## src/rtl/sema_pkg.sv

```systemverilog
package sema_pkg;

  // Strobes issued by the control decision to the datapath each cycle
  typedef struct packed {
    logic incCnt;    // raise the count by one
    logic decCnt;    // lower the count by one
    logic push;      // enqueue the waiting ID
    logic pop;       // dequeue the head ID and grant it
    logic grantImm;  // grant the waiting ID directly
    logic setOvf;    // wait dropped on a full queue
    logic setSat;    // post dropped on a full count
  } semaStrb_t;

endpackage

```

## src/rtl/sema_idfifo.sv

```systemverilog
module sema_idfifo #(
  parameter int DEPTH = 4,
  parameter int ID_W  = 2
) (
  input  logic                         clk,
  input  logic                         rstN,
  input  logic                         push,
  input  logic                         pop,
  input  logic [ID_W-1:0]              dIn,
  output logic [ID_W-1:0]              head,
  output logic [$clog2(DEPTH+1)-1:0]   level,
  output logic                         empty,
  output logic                         full
);

  localparam int PTR_W = (DEPTH > 1) ? $clog2(DEPTH) : 1;
  localparam int LVL_W = $clog2(DEPTH + 1);
  localparam logic [PTR_W-1:0] LAST = PTR_W'(DEPTH - 1);

  logic [ID_W-1:0]  slots [DEPTH];
  logic [PTR_W-1:0] rdPtr, wrPtr;
  logic [LVL_W-1:0] fill;

  function automatic logic [PTR_W-1:0] bump(input logic [PTR_W-1:0] p);
    return (p == LAST) ? '0 : p + 1'b1;
  endfunction

  always_ff @(posedge clk or negedge rstN) begin
    if (!rstN) begin
      rdPtr <= '0;
      wrPtr <= '0;
      fill  <= '0;
    end else begin
      if (push) wrPtr <= bump(wrPtr);
      if (pop)  rdPtr <= bump(rdPtr);
      case ({push, pop})
        2'b10:   fill <= fill + 1'b1;
        2'b01:   fill <= fill - 1'b1;
        default: fill <= fill;
      endcase
    end
  end

  for (genvar g = 0; g < DEPTH; g++) begin : gSlot
    always_ff @(posedge clk) begin
      if (push && wrPtr == PTR_W'(g)) slots[g] <= dIn;
    end
  end

  assign head  = slots[rdPtr];
  assign level = fill;
  assign empty = (fill == '0);
  assign full  = (fill == LVL_W'(DEPTH));

  AST_NO_POP_EMPTY: assert property (@(posedge clk) disable iff (!rstN)
    pop |-> fill != '0);
  AST_NO_PUSH_FULL: assert property (@(posedge clk) disable iff (!rstN)
    (push && !pop) |-> fill != LVL_W'(DEPTH));

endmodule

```

## src/rtl/sema_ctrl.sv

```systemverilog
module sema_ctrl
  import sema_pkg::*;
(
  input  logic      postValid,
  input  logic      waitValid,
  input  logic      cntZero,
  input  logic      cntAtMax,
  input  logic      qEmpty,
  input  logic      qFull,
  output semaStrb_t strb
);

  logic cntPos;

  always_comb begin
    strb = '0;
    // post first: wake the head waiter, else count up to the ceiling
    strb.pop    = postValid && !qEmpty;
    strb.incCnt = postValid && qEmpty && !cntAtMax;
    strb.setSat = postValid && qEmpty && cntAtMax;
    // then wait, against the count as the post left it
    cntPos        = !cntZero || strb.incCnt;
    strb.grantImm = waitValid && cntPos;
    strb.decCnt   = strb.grantImm;
    strb.push     = waitValid && !cntPos && (!qFull || strb.pop);
    strb.setOvf   = waitValid && !cntPos && qFull && !strb.pop;
  end

endmodule

```

## src/rtl/sema_dp.sv

```systemverilog
module sema_dp
  import sema_pkg::*;
#(
  parameter int NUM_REQ  = 4,
  parameter int CNT_W    = 4,
  parameter int MAX_CNT  = 8,
  parameter int INIT_CNT = 1,
  localparam int ID_W    = (NUM_REQ > 1) ? $clog2(NUM_REQ) : 1,
  localparam int LVL_W   = $clog2(NUM_REQ + 1)
) (
  input  logic              clk,
  input  logic              rstN,
  input  semaStrb_t         strb,
  input  logic [ID_W-1:0]   waitId,
  output logic              cntZero,
  output logic              cntAtMax,
  output logic              qEmpty,
  output logic              qFull,
  output logic [CNT_W-1:0]  count,
  output logic [LVL_W-1:0]  level,
  output logic              grantValid,
  output logic [ID_W-1:0]   grantId,
  output logic              ovfErr,
  output logic              satErr
);

  logic [CNT_W-1:0] cntQ;
  logic [ID_W-1:0]  headId;

  sema_idfifo #(.DEPTH(NUM_REQ), .ID_W(ID_W)) fifo_i (
    .clk   (clk),
    .rstN  (rstN),
    .push  (strb.push),
    .pop   (strb.pop),
    .dIn   (waitId),
    .head  (headId),
    .level (level),
    .empty (qEmpty),
    .full  (qFull)
  );

  always_ff @(posedge clk or negedge rstN) begin
    if (!rstN) begin
      cntQ       <= CNT_W'(INIT_CNT);
      grantValid <= 1'b0;
      grantId    <= '0;
      ovfErr     <= 1'b0;
      satErr     <= 1'b0;
    end else begin
      case ({strb.incCnt, strb.decCnt})
        2'b10:   cntQ <= cntQ + 1'b1;
        2'b01:   cntQ <= cntQ - 1'b1;
        default: cntQ <= cntQ;
      endcase
      grantValid <= strb.pop || strb.grantImm;
      if (strb.pop)           grantId <= headId;
      else if (strb.grantImm) grantId <= waitId;
      if (strb.setOvf) ovfErr <= 1'b1;
      if (strb.setSat) satErr <= 1'b1;
    end
  end

  assign count    = cntQ;
  assign cntZero  = (cntQ == '0);
  assign cntAtMax = (cntQ == CNT_W'(MAX_CNT));

  AST_CNT_CEIL: assert property (@(posedge clk) disable iff (!rstN)
    cntQ <= CNT_W'(MAX_CNT));
  AST_WAIT_DEC: assert property (@(posedge clk) disable iff (!rstN)
    (strb.decCnt && !strb.incCnt) |=> cntQ == $past(cntQ) - 1'b1);
  AST_POST_INC: assert property (@(posedge clk) disable iff (!rstN)
    (strb.incCnt && !strb.decCnt) |=> cntQ == $past(cntQ) + 1'b1);
  AST_QUEUE_ZERO: assert property (@(posedge clk) disable iff (!rstN)
    (level != '0) |-> cntQ == '0);
  AST_SINGLE_SRC: assert property (@(posedge clk) disable iff (!rstN)
    !(strb.pop && strb.grantImm));
  AST_OVF_STICKY: assert property (@(posedge clk) disable iff (!rstN)
    ovfErr |=> ovfErr);
  AST_SAT_STICKY: assert property (@(posedge clk) disable iff (!rstN)
    satErr |=> satErr);
  AST_LEVEL_BOUND: assert property (@(posedge clk) disable iff (!rstN)
    level <= LVL_W'(NUM_REQ));

endmodule

```

## src/rtl/sema_unit.sv

```systemverilog
module sema_unit
  import sema_pkg::*;
#(
  parameter int NUM_REQ  = 4,
  parameter int CNT_W    = 4,
  parameter int MAX_CNT  = 8,
  parameter int INIT_CNT = 1,
  localparam int ID_W    = (NUM_REQ > 1) ? $clog2(NUM_REQ) : 1,
  localparam int LVL_W   = $clog2(NUM_REQ + 1)
) (
  input  logic             clk,
  input  logic             rstN,
  input  logic             waitValid,
  input  logic [ID_W-1:0]  waitId,
  output logic             waitReady,
  input  logic             postValid,
  output logic             postReady,
  output logic             grantValid,
  output logic [ID_W-1:0]  grantId,
  output logic [CNT_W-1:0] count,
  output logic [LVL_W-1:0] queueLevel,
  output logic             overflowErr,
  output logic             saturateErr
);

  semaStrb_t strb;
  logic cntZero, cntAtMax, qEmpty, qFull;

  assign waitReady = 1'b1;
  assign postReady = 1'b1;

  sema_ctrl ctrl_i (
    .postValid (postValid),
    .waitValid (waitValid),
    .cntZero   (cntZero),
    .cntAtMax  (cntAtMax),
    .qEmpty    (qEmpty),
    .qFull     (qFull),
    .strb      (strb)
  );

  sema_dp #(
    .NUM_REQ  (NUM_REQ),
    .CNT_W    (CNT_W),
    .MAX_CNT  (MAX_CNT),
    .INIT_CNT (INIT_CNT)
  ) dp_i (
    .clk        (clk),
    .rstN       (rstN),
    .strb       (strb),
    .waitId     (waitId),
    .cntZero    (cntZero),
    .cntAtMax   (cntAtMax),
    .qEmpty     (qEmpty),
    .qFull      (qFull),
    .count      (count),
    .level      (queueLevel),
    .grantValid (grantValid),
    .grantId    (grantId),
    .ovfErr     (overflowErr),
    .satErr     (saturateErr)
  );

endmodule

```

## config.mk

```make
export PLATFORM = sky130hd
export DESIGN_NAME = sema_unit
export DESIGN_NICKNAME = d
export VERILOG_FILES = /design/src/rtl/sema_pkg.sv /design/src/rtl/sema_idfifo.sv /design/src/rtl/sema_ctrl.sv /design/src/rtl/sema_dp.sv /design/src/rtl/sema_unit.sv
export SDC_FILE = /design/constraint.sdc
export NUM_CORES = 1
export LEC_CHECK = 0
export BUFFER_PORTS_ARGS = -buffer_cell sky130_fd_sc_hd__buf_2
export CAP_MARGIN = 20
export CORE_MARGIN = 5
export CORE_UTILIZATION = 30
export DETAILED_ROUTE_END_ITERATION = 16
export GPL_TIMING_DRIVEN = 0
export PLACE_DENSITY = 0.54
export SKIP_CTS_REPAIR_TIMING = 1
export SYNTH_ARGS = -nofsm -noshare
export SYNTH_HDL_FRONTEND = slang
export SYNTH_HIERARCHICAL = 1
export SYNTH_SLANG_ARGS = --single-unit
```

## constraint.sdc

```tcl
create_clock -name clk -period 5.5 [get_ports clk]
set_input_delay 0.55 -clock clk [delete_from_list [all_inputs] [get_ports clk]]
set_output_delay 0.55 -clock clk [all_outputs]
set_load 0.02 [all_outputs]
```

==> results.py <==
metrics = {
    "yosys": {
        "synth_top_flop_cell": "sky130_fd_sc_hd__dfrtp_1",
        "cell_area_synth_um2": 1330,
        "yosys_register_bits": 24,
        "synth_most_common_cell": "sky130_fd_sc_hd__dfrtp_1",
        "ys_warn_count": 6,
        "synth.avg_cell_area_um2": 12.3,
        "post_synth_inst_count": 108,
        "synth-seq-area-share_pct": 48.4,
        "netlist.top_cell.by_area": "sky130_fd_sc_hd__dfrtp_1",
        "synth_edf_count": 8,
        "synth_top_cells_by_area": "sky130_fd_sc_hd__dfrtp_1, sky130_fd_sc_hd__edfxtp_1, sky130_fd_sc_hd__ha_1, sky130_fd_sc_hd__mux4_1, sky130_fd_sc_hd__mux2i_1",
        "top_post_synthesis_cells_by_count": "sky130_fd_sc_hd__dfrtp_1, sky130_fd_sc_hd__inv_1, sky130_fd_sc_hd__ha_1",
        "synth_cell_types": 41,
        "synth_top_area_share_pct": 28.3,
        "async_flop_share_pct": 66.7,
    },
    "floorplan": {
        "die-area_um2": 5850,
        "die_w_um": 76.5,
        "dieHeight_um": 76.5,
        "top_level_ports": 20,
        "initial_utilization_pct": 30.7,
        "row_count": 24,
        "core_um2": 4320,
    },
    "layout": {
        "post_route_cells_drive_above_1_share_pct": 33.8,
        "insertedDiodeCount": 0,
        "final_cell_area_um2": 1550,
        "filler_cell_count": 433,
        "area.growth.synth_to_final_pct": 17.0,
        "layout.nets": 147,
        "final_core_utilization_pct": 35.9,
    },
    "grt": {
        "first_global_vias": 861,
        "first_pass_grt_wire_length_mm": 3.95,
        "grt_remaining_overflow": 0,
        "grt.total_usage_pct": 8.32,
        "initial_antenna_violation_count": 0,
        "grt_max_degree": 17,
    },
    "pwr": {
        "power.share.switching_pct": 37.9,
        "sequentialPowerShare_pct": 37.2,
        "total_power_mw": 0.825,
        "internal_power_mw": 0.513,
        "power.switching_mw": 0.312,
        "worst_ir_drop_vdd_v": 0.000242,
        "clkPwrFrac_pct": 18.8,
        "power_density_nw_per_um2": 532,
        "p_leak_nw": 0.696,
        "combPwrFrac_pct": 44.0,
    },
    "worst_setup_path": {
        "path_common_cell": "sky130_fd_sc_hd__buf_4",
        "critical_path.slowest_cell": "sky130_fd_sc_hd__or4b_2",
        "endpoint_kind": "flip-flop",
        "critical_path_arrival_ns": 3.21,
        "required_ns": 5.69,
        "crit_chain": "nor4b_1 > inv_1 > and3_4 > o21a_1 > buf_4 > ha_1 > buf_4 > or4b_2 > a21o_2 > o221ai_1",
        "slowest_delay_ns": 0.61,
        "critical_setup_path_kind": "flip-flop to flip-flop",
        "start_kind": "flip-flop",
        "path_max_fanout": 8,
    },
    "place": {
        "dp_hpwl_mm": 1.79,
        "port_buffers": 17,
        "place_congestion": 0.805,
        "post_detailed_placement_cell_area_um2": 1480,
    },
    "route": {
        "detailedRoute.firstIterationViolations": 14,
        "dr_wl_met2_mm": 1.08,
        "viasPerCell": 4.67,
        "number_of_search_and_repair_iterations_in_the_first_detailed_routing_pass": 4,
        "drt_wl_total_mm": 2.29,
        "avgRoutedWirePerCell_um": 12.6,
        "detail_route.wirelength.met1_mm": 1.04,
        "route.met3.wl_um": 136,
        "ant_nets": 0,
        "route.vias.total": 850,
        "maxUsedRoutingLayer": "met4",
        "drt_drc_violations_left": 0,
    },
    "cts": {
        "clock_tree_from_tritoncts": "done",
        "worst_skew_pair.late_latency_ns": 0.27,
        "cts_buffer_depth": 2,
        "cts_sinks": 24,
        "cts-buffers-inserted": 3,
        "cts.htree.levels": 1,
        "clock-root-buffer": "sky130_fd_sc_hd__clkbuf_8",
        "cts.reportedPaths.clkPinSlew_ns": 0.09,
    },
    "sta": {
        "finClkSkew_ns": 0.00497,
        "slew-limit-headroom_pct": 56.1,
        "final_hold_viol_count": 0,
        "maxClockFrequency_ghz": 0.330,
        "timing.final.crit_period_ns": 3.03,
        "finalHoldWorstSlack_ns": 0.187,
        "setup_viol": 0,
        "finalSetupTns_ns": 0,
        "unrepaired_setup_endpoints_after_global_routing": "false",
        "worst_slew_pin_slew_ns": 0.654,
        "period_share_pct": 55.0,
        "slew_violations": 0,
    },
    "job": {
        "drv_cap": 0,
    },
    "worst_hold_path": {
        "holdCritPathClass": "input port to async pin",
    },
    "run_status": {
        "run_status": "finished, final reports clean",
    },
}
[layout by cell type, fill, tap and decap left out, drive strengths merged, types with 2 or more instances in the layout]
cell,instances
nor2b,2
and2,4
a21oi,3
clkbuf,3
or2,3
xor2,3
mux2,3
conb,2
nand2,4
nor2,3
mux4,2
ha,9
o21ai,4
buf,22
dfrtp,15
xnor2,3
inv,11
edfxtp,8
o21a,2
and3,3
mux2i,4
[per-stage QoR]
| stage | setup slack [ns] | std cells |
|---|---|---|
| detailed placement | 2.48 | 178 |
| finish | 2.47 | 182 |
| floorplan | 2.60 | 109 |
| global route | 2.32 | 182 |
| global placement | 2.51 | 178 |
| CTS | 2.45 | 182 |
[layout make-up]
class	count	area (um^2)	area share, %
Inverter	11	41.3	2.66
Sequential cell	24	642	41.4
Tap cell	52	65.1	4.19
Clock inverter	1	30.0	1.94
Multi-Input combinational cell	69	606	39.0
Timing Repair Buffer	17	85.1	5.48
Buffer	5	41.3	2.66
Clock buffer	3	41.3	2.66
[metal layers]
metal / vias to the layer above / global-route usage [%]
met5: - / 0
met4: 0 / 2.62
met3: 5 / 3.19
met2: 17 / 13.2
met1: 411 / 10.4
li1: 417 / -
[kinds of logic (layout without fill, tap and decap cells)]
logic type	count (synthesis)	in the layout	synth area share, %
and+or+nand+nor	28	28	14.0
buffers and inverters	16	37	6.23
xor gates and xnor gates	6	6	3.96
DFF	24	24	48.4
AOI/OAI and AO/OA	14	14	7.64
other	1	2	0.283
adders and majority gates	10	10	10.0
muxes	9	9	9.53
[power groups by stage]
stage / Combinational (mW) / Sequential [mW] / Clock (mW)
finish: 0.363 / 0.307 / 0.155
global route: 0.409 / 0.319 / 0.168
CTS: 0.371 / 0.308 / 0.159
detailed placement: 0.369 / 0.311 / 0
global placement: 0.356 / 0.309 / 0
floorplan: 0.228 / 0.350 / 0
[registers in the layout (all words and copies together) (netlist names)]
register and count:
dp_i/fifo_i/slots 8, dp_i/fifo_i/wrPtr 2, dp_i/fifo_i/rdPtr 2, dp_i/ovfErr 1, dp_i/grantValid 1, dp_i/satErr 1
dp_i/fifo_i/level 3, dp_i/count 4, dp_i/grantId 2
[final timing paths]
path	startpoint	end	slack, ns	depth (start not counted)
worst min-delay path	rstN	dp_i/fifo_i/level[1]	0.19	1
worst min register to register	dp_i/ovfErr	dp_i/ovfErr	0.47	1
min in group clk	dp_i/ovfErr	dp_i/ovfErr	0.47	1
max in group asynchronous	rstN	dp_i/count[0]	5.00	1
worst max-delay path	dp_i/count[2]	dp_i/count[3]	2.47	10
worst max register to register	dp_i/count[2]	dp_i/count[3]	2.47	10
[worst max-delay path, delay by kind of cell (launching register included)]
family,cells,cell delay [ns]
flip-flops,1,0.47
AO/OA/AOI/OAI,3,0.48
AND/OR/NAND/NOR,3,1.27
adder cells (fa/ha/maj),1,0.28
buffers and inverters,3,0.45
Note: power is estimated with default switching activity, not from simulation.
